<file path="src/rtl/ext_irq_pkg.sv">
package ext_irq_pkg;

  localparam int CODE_W = 16;
  localparam int P32_W  = 32;
  localparam int P64_W  = 64;

  localparam logic [CODE_W-1:0] TOD_CODE      = 16'h1004;
  localparam logic [CODE_W-1:0] CPT_CODE      = 16'h1005;
  localparam logic [15:0]       CPU_ADDR_BASE = 16'h0D00;

  typedef struct packed {
    logic [CODE_W-1:0] code;
    logic [P32_W-1:0]  p32;
    logic [P64_W-1:0]  p64;
  } xrec_t;

  typedef enum logic [1:0] {
    SRC_NONE  = 2'd0,
    SRC_STACK = 2'd1,
    SRC_TOD   = 2'd2,
    SRC_CPT   = 2'd3
  } src_e;

endpackage

</file>
<file path="src/rtl/ext_irq_lifo.sv">
module ext_irq_lifo
  import ext_irq_pkg::*;
#(
  parameter int DEPTH = 8
) (
  input  logic  clk,
  input  logic  rst,
  input  logic  push,
  input  xrec_t push_rec,
  input  logic  pop,
  output xrec_t head,
  output logic  avail,
  output logic  full,
  output logic  nz_next
);

  localparam int CW = $clog2(DEPTH + 1);
  localparam int AW = (DEPTH > 1) ? $clog2(DEPTH) : 1;

  xrec_t          mem [DEPTH];
  logic [CW-1:0]  cnt, cnt_n;
  logic [AW-1:0]  wr_idx, rd_idx;
  logic           push_ok;

  assign full    = (cnt == CW'(DEPTH));
  assign push_ok = push & ~full;
  assign avail   = push_ok | (cnt != '0);
  assign wr_idx  = AW'(cnt);
  assign rd_idx  = AW'(cnt - CW'(1));

  // a push in the same cycle sits on top of the stack, so it is served first
  assign head = push_ok ? push_rec : mem[rd_idx];

  always_comb begin
    unique case ({push_ok, pop})
      2'b10:   cnt_n = cnt + CW'(1);
      2'b01:   cnt_n = cnt - CW'(1);
      default: cnt_n = cnt;
    endcase
  end

  assign nz_next = (cnt_n != '0);

  always_ff @(posedge clk) begin
    if (push_ok) mem[wr_idx] <= push_rec;
  end

  always_ff @(posedge clk) begin
    if (rst) cnt <= '0;
    else     cnt <= cnt_n;
  end

endmodule

</file>
<file path="src/rtl/ext_irq_arb.sv">
module ext_irq_arb
  import ext_irq_pkg::*;
(
  input  logic stack_av,
  input  logic tod_pend,
  input  logic cpt_pend,
  output src_e sel
);

  always_comb begin
    if (stack_av)      sel = SRC_STACK;
    else if (tod_pend) sel = SRC_TOD;
    else if (cpt_pend) sel = SRC_CPT;
    else               sel = SRC_NONE;
  end

endmodule

</file>
<file path="src/rtl/ext_irq_dispatch.sv">
module ext_irq_dispatch
  import ext_irq_pkg::*;
#(
  parameter int DEPTH = 8,
  parameter int CPU_W = 8
) (
  input  logic              clk,
  input  logic              rst,
  input  logic              tod_evt,
  input  logic              cpt_evt,
  input  logic              ext_mask,
  input  logic              exc_busy,
  input  logic [CPU_W-1:0]  cpu_num,
  input  logic              push_valid,
  input  logic [CODE_W-1:0] push_code,
  input  logic [P32_W-1:0]  push_p32,
  input  logic [P64_W-1:0]  push_p64,
  input  logic              irq_ready,
  output logic              irq_valid,
  output logic [CODE_W-1:0] irq_code,
  output logic [P32_W-1:0]  irq_p32,
  output logic [P64_W-1:0]  irq_p64,
  output logic [15:0]       irq_cpu_addr,
  output logic              hard_req,
  output logic              ovf
);

  xrec_t push_rec, head;
  logic  stack_av, stack_full, stack_nz_n;
  logic  tod_pend, cpt_pend, tod_pend_n, cpt_pend_n;
  logic  slot_free, go, pop;
  src_e  sel;

  assign push_rec = '{code: push_code, p32: push_p32, p64: push_p64};

  ext_irq_lifo #(.DEPTH(DEPTH)) u_lifo (
    .clk      (clk),
    .rst      (rst),
    .push     (push_valid),
    .push_rec (push_rec),
    .pop      (pop),
    .head     (head),
    .avail    (stack_av),
    .full     (stack_full),
    .nz_next  (stack_nz_n)
  );

  ext_irq_arb u_arb (
    .stack_av (stack_av),
    .tod_pend (tod_pend),
    .cpt_pend (cpt_pend),
    .sel      (sel)
  );

  assign slot_free = ~irq_valid | irq_ready;
  assign go        = ext_mask & ~exc_busy & slot_free & (sel != SRC_NONE);
  assign pop       = go & (sel == SRC_STACK);

  // a new event wins over the clear of the one being dispatched
  assign tod_pend_n = tod_evt | (tod_pend & ~(go & (sel == SRC_TOD)));
  assign cpt_pend_n = cpt_evt | (cpt_pend & ~(go & (sel == SRC_CPT)));

  always_ff @(posedge clk) begin
    if (rst) begin
      tod_pend <= 1'b0;
      cpt_pend <= 1'b0;
      hard_req <= 1'b0;
      ovf      <= 1'b0;
    end else begin
      tod_pend <= tod_pend_n;
      cpt_pend <= cpt_pend_n;
      hard_req <= tod_pend_n | cpt_pend_n | stack_nz_n;
      ovf      <= ovf | (push_valid & stack_full);
    end
  end

  always_ff @(posedge clk) begin
    if (rst) begin
      irq_valid    <= 1'b0;
      irq_code     <= '0;
      irq_p32      <= '0;
      irq_p64      <= '0;
      irq_cpu_addr <= '0;
    end else if (go) begin
      irq_valid    <= 1'b1;
      irq_cpu_addr <= CPU_ADDR_BASE | 16'(cpu_num);
      unique case (sel)
        SRC_STACK: begin
          irq_code <= head.code;
          irq_p32  <= head.p32;
          irq_p64  <= head.p64;
        end
        SRC_TOD: begin
          irq_code <= TOD_CODE;
          irq_p32  <= '0;
          irq_p64  <= '0;
        end
        default: begin
          irq_code <= CPT_CODE;
          irq_p32  <= '0;
          irq_p64  <= '0;
        end
      endcase
    end else if (irq_ready) begin
      irq_valid <= 1'b0;
    end
  end

endmodule

</file>
<file path="config.mk">
export PLATFORM = sky130hd
export DESIGN_NAME = ext_irq_dispatch
export DESIGN_NICKNAME = d
export VERILOG_FILES = /design/src/rtl/ext_irq_pkg.sv /design/src/rtl/ext_irq_lifo.sv /design/src/rtl/ext_irq_arb.sv /design/src/rtl/ext_irq_dispatch.sv
export SDC_FILE = /design/constraint.sdc
export NUM_CORES = 1
export LEC_CHECK = 0
export BUFFER_PORTS_ARGS = -buffer_cell sky130_fd_sc_hd__buf_2
export CORE_MARGIN = 2
export CORE_UTILIZATION = 60
export DETAILED_ROUTE_END_ITERATION = 16
export PLACE_DENSITY = 0.88
export SLEW_MARGIN = 15
export SYNTH_ARGS = -nofsm -noshare
export SYNTH_HDL_FRONTEND = slang
export SYNTH_SLANG_ARGS = --single-unit
</file>
<file path="constraint.sdc">
create_clock -name clk -period 18.2 [get_ports clk]
set_input_delay 0.91 -clock clk [delete_from_list [all_inputs] [get_ports clk]]
set_output_delay 0.91 -clock clk [all_outputs]
set_load 0.01 [all_outputs]
</file>
Word-level counts from Yosys, hierarchy flattened --
Memory sizes are Yosys's and may differ from the RTL's. Index checks and enable logic that the tools add are counted.
Storage, ports and cells: bits in registers 130, bits in writable memories 896, input bits 128, logic and storage cells 57, memories kept 1
Memories:
- u_lifo.mem | words 8, bits a word 112, rd ports 1, clocked after memory_dff 0, wr ports 1, line ext_irq_lifo.sv:20 | xrec_t mem [DEPTH];
Cells by class: $add $sub $neg 2, equality and inequality tests 6, mux-type cells 12, bitwise logic cells 22, reduce and logical (&&, ||, !) cells 4
Operators with widths (count):
- two-way mux 112 bit | 1
- two-way mux 64 bit | 1
- two-way mux 32 bit | 1
- case mux 16 bit (2 select lines) | 1
- AND 1 bit | 10
- case mux 4 bit (2 select lines) | 1
- nonzero test 4 bit | 2
- bitwise OR 1 bit | 7
- == test 2 bit (second input constant) | 3
- two-way mux 2 bit | 3
- inverter 1 bit | 5
- adder 4 x 1 -> 4 bit (second input constant) | 1
- == test 2 x 1 -> 1 bit (second input constant) | 2
- == test 4 bit (second input constant) | 1
- two-way mux 1 bit | 4
- nonzero test 2 bit | 2
- subtractor 4 x 1 -> 4 bit (second input constant) | 1

Logic depth before layout (Yosys ltp) --
depth after elaboration 13, mapped depth 22, mapped depth without buffers 16

Hierarchy --
Synthesis repeated with hierarchy kept, for this count alone.
Second synthesis, totals: cell total of the unflattened synthesis 2589, area, all modules 40964.3 um^2
Modules (own cells, without submodules):
- ext_irq_lifo | times used 1, cells an instance 1980, area an instance 35855.6 um^2, sequential area each 26985.9 um^2
- ext_irq_dispatch | times used 1, cells an instance 605, area an instance 5089.9 um^2, sequential area each 2522.4 um^2
- ext_irq_arb | times used 1, cells an instance 4, area an instance 18.8 um^2, sequential area each 0.0 um^2

Worst setup path before layout --
Ideal clock, no wire load.
kind register to register, start point reg u_lifo.cnt[0], end point mem u_lifo.mem[3][0] (netlist name) (enable), setup time 0.857 ns, arrival time 12.463 ns, required time 17.343 ns, slack 4.880 ns, cell stages (with the launch flop) 11, path buffers 5, period minus slack after synthesis 13.320 ns, cells stage by stage dfxtp_1 -> buf_2 -> buf_2 -> buf_2 -> inv_1 -> ha_1 -> nand3b_1 -> nand2_1 -> clkbuf_1 -> clkbuf_1 -> nor4_1
Between the ends: longest elaborated chain between the ends 5
Ends and longest elaborated chain:
- from (decl) | line ext_irq_lifo.sv:21 | logic [CW-1:0] cnt, cnt_n;
- from (signal assigned) | line ext_irq_lifo.sv:50 | else cnt <= cnt_n;
- == test 4 bit | line ext_irq_lifo.sv:25 | assign full = (cnt == CW'(DEPTH));
- inverter 1 bit | line ext_irq_lifo.sv:26 | assign push_ok = push & ~full;
- AND 1 bit | line ext_irq_lifo.sv:26
- two-way mux 1 bit | line ext_irq_lifo.sv:45 | if (push_ok) mem[wr_idx] <= push_rec;
- two-way mux 1 bit (not written as such) | line ext_irq_lifo.sv:45
- to (decl) | line ext_irq_lifo.sv:20
Parallel ways exist; a longest one is shown, timed or not.

Final worst setup path --
start point reg u_lifo.cnt[0], end point reg hard_req
Between the ends: longest elaborated chain between the ends 13
Ends and longest elaborated chain:
- branches (longest 12 deep; another with == test 4 bit)
- bitwise OR 1 bit * | line ext_irq_dispatch.sv:72 | hard_req <= tod_pend_n | cpt_pend_n | stack_nz_n;
- to (signal assigned) | line ext_irq_dispatch.sv:72
- to (decl) | line ext_irq_dispatch.sv:24 | output logic hard_req,
Every way passes the cells marked *. A chain may end at the register's enable or synchronous reset.

==> summary.txt <==
Die
  – FP Rows: 92
  – I/O pin count: 259
  – Die H: 257 µm
  – Die Area: 0.0661 mm²
  – Core region area: 0.0632 mm²
  – Initial Util: 60.8%
  – DIE WIDTH: 257 µm

STA
  – RSZ-0062 raised after global routing: no
  – Final min period: 5520 ps
  – Least-Margin Pin Slew: 1130 ps
  – Setup clock skew after layout: 25.0 ps
  – Setup violations, final: 0
  – Period utilization: 30.3%
  – Max Clock Freq: 0.181 GHz
  – Slew Viols, Final: 0
  – Final setup margin: 12680 ps
  – Max_slew headroom: 24.7%
  – Hold slack: 450 ps
  – Setup TNS: 0 ps
  – Final hold viol count: 0

Place
  – Routability Congestion: 0.786
  – Area after DPL: 0.0405 mm²
  – Buffers on Ports: 253
  – Dpl ws: 12710 ps
  – Hpwl dp: 45100 µm

Min path
  – Hold Path Class: reg -> reg
  – Hold path depth: 2
  – Worst hold endpoint: irq_code[14]
  – Hold Startpoint: irq_code[14]

Synthesis
  – Yosys top cell area share: 70.0%
  – Area leader, netlist: edfxtp_1
  – Post-synthesis cell count: 1877
  – Post-Syn Area: 0.0384 mm²
  – Ys Warns: 0
  – Register area share after synthesis: 76.8%
  – Post-synth cell types: 44
  – Synth area leaders: edfxtp_1 (70%), mux4_2 (13%), dfxtp_1 (6.8%)
  – Avg Inst Size Synth: 20.5 µm²
  – Post-synthesis register bit count: 1026

Route
  – DRT antenna net count: 0
  – Final WL: 89300 µm
  – Residual DRC: 0
  – Vias: 20700
  – Via-to-Cell Ratio: 6.72
  – Drt wl/cell: 29.0 µm
  – Initial DRC Count: 2507
  – TritonRoute pass-1 iters: 7

Clock tree
  – Cts repair resizes: 0
  – CTS Buf Count: 98
  – CTS tree: built
  – CTS Sinks: 1026
  – CTS Hold Buffers Added: 0
  – Reg clk slew, reported paths: 60 ps
  – H-tree depth: 3
  – Clock Tree Root: clkbuf_16
  – Clock insertion delay at the later pin of the skew report: 670 ps
  – Longest Clk Path Bufs: 3
  – Post-CTS Setup Inserts: 0

Final layout
  – Design Area, Final: 0.0440 mm²
  – Area added between synthesis and finish: 14.4%
  – Most frequent cells in the layout: edfxtp_1 (896), buf_2 (252), mux4_2 (224)
  – Share of post-route cells with drive strength above 1: 30.9%
  – Util after Layout: 69.6%
  – Number of fill cells: 3635
  – Fin nets: 2276
  – Leading cell type in the layout, fill and taps excluded: edfxtp_1

Critical path
  – Worst r2r src: u_lifo.cnt[0]
  – Crit Path Category: reg -> reg
  – Flop2flop setup slack: 12680 ps
  – Worst R2R End: hard_req
  – Crit path launch type: flop
  – Worst Path Required: 18680 ps
  – Worst Reg-to-Reg Cells: 15
  – CP max FO: 52
  – Crit path capture type: flop
  – Crit path DAT: 6000 ps

Pwr
  – Net Sw Frac: 22.6%
  – VDD IR max: 0.132 mV
  – Gate power share: 9.4%
  – Sequential Power Share: 50.7%
  – Internal: 4.09 mW
  – LEAKAGE: 14.6 nW
  – PwrDens: 120 mW/mm²
  – Clk network pwr share: 40.0%
  – Reported net switching power: 1.20 mW

Global route
  – Vias in the first global route: 21300
  – Pin count of the biggest net entering global routing: 64
  – GRT Total Usage: 27.2%
  – Initial antenna violation count: 21
  – First-pass GRT wire length: 134000 µm
  – Total gr overflow: 0

Outcome
  – Outcome: complete, no violations

Job
  – Max_cap viols: 0
## state kept, by name, indices dropped and copies added (netlist names)
name	flops
u_lifo.mem	896
irq_p64	64
irq_p32	32
irq_code	16
irq_cpu_addr	9
u_lifo.cnt	4
cpt_pend	1
hard_req	1
irq_valid	1
ovf	1
tod_pend	1
## stage by stage
stage	total power, mW	std cells
6_report	5.29	3082
5_1_grt	5.43	3081
4_1_cts	5.32	3068
3_5_place_dp	3.22	2884
3_3_place_gp	3.20	2884
2_1_floorplan	3.06	1881
## power groups by stage
stage                     Combinational (mW)  Sequential, mW  Clock, mW
after floorplan                        0.326            2.73          0
after CTS                              0.499            2.68       2.14
after detailed placement               0.491            2.73          0
after global placement                 0.477            2.72          0
final                                  0.496            2.68       2.11
after global routing                   0.528            2.69       2.22
## cell usage after synthesis (all sizes together)
master   number
nor3        106
and3          2
o221ai        2
o211ai        2
buf          74
a21oi        16
nand2        63
and2          1
conb          1
or3           4
or2           1
ha           10
nor3b         2
nor4b         1
mux4        224
o21a          1
a22oi        98
a31oi         2
nand3b        1
mux2          1
nor2b         2
dfxtp       130
nand3        13
nand4         1
o31ai         1
clkbuf       60
a221o        97
a211oi        3
edfxtp      896
nor4          1
a2111oi       2
xnor2         1
inv          11
a41oi         1
o21ai        28
nand2b        2
nor2         15
xor2          1
## cell families after synthesis
kind of cell	synth area share [%]
buf+inv	1.71
other cells	0.00976
flops	76.8
compound gates	5.30
mux	13.2
simple gates	2.66
fa+ha+maj	0.326
xor+xnor	0.0456
## how the worst max path moves through the flow
stage	start	end	slack, ps	depth (start not counted)
after global routing	u_lifo.cnt[0]	hard_req	12260	15
after global placement	u_lifo.cnt[0]	hard_req	12880	15
final	u_lifo.cnt[0]	hard_req	12680	15
after floorplan	u_lifo.cnt[0]	u_lifo.mem[3][0]	4880	10
after CTS	u_lifo.cnt[0]	hard_req	12680	15
after detailed placement	u_lifo.cnt[0]	hard_req	12710	15
## worst max-delay path, cell delays in order (launching register included)
cell and delay [ps]:
dfxtp_4 960, inv_1 310, ha_1 330, nor4b_1 180, o21ai_0 200, inv_1 120
ha_1 210, nor3b_2 200, and2_1 620, nand2_4 610, ha_1 520, or2_2 310
a211oi_1 260, o211ai_1 120, a211oi_1 240, a31oi_1 130
## final cells by class
| class | instances | area [µm²] | area share, % |
|---|---|---|---|
| multi-input cells | 710 | 8370 | 19.0 |
| inverters | 11 | 43.8 | 0.0996 |
| diodes | 14 | 35.0 | 0.0797 |
| flip-flops and latches | 1026 | 29500 | 67.1 |
| repair buffers | 291 | 1550 | 3.53 |
| well taps | 846 | 1060 | 2.41 |
| clock buffers | 138 | 2810 | 6.38 |
| clock inverters | 46 | 581 | 1.32 |
## metal layers
metal  GRT usage, %  share of wire (%)  vias to the layer above
met3           5.34                 10                      195
li1               -                  -                     8435
met2           44.1                 50                     1476
met1           36.8                 36                    10600
met4           11.3                3.1                       14
met5              0               0.10                        -
Power figures use the tool's default switching activity.
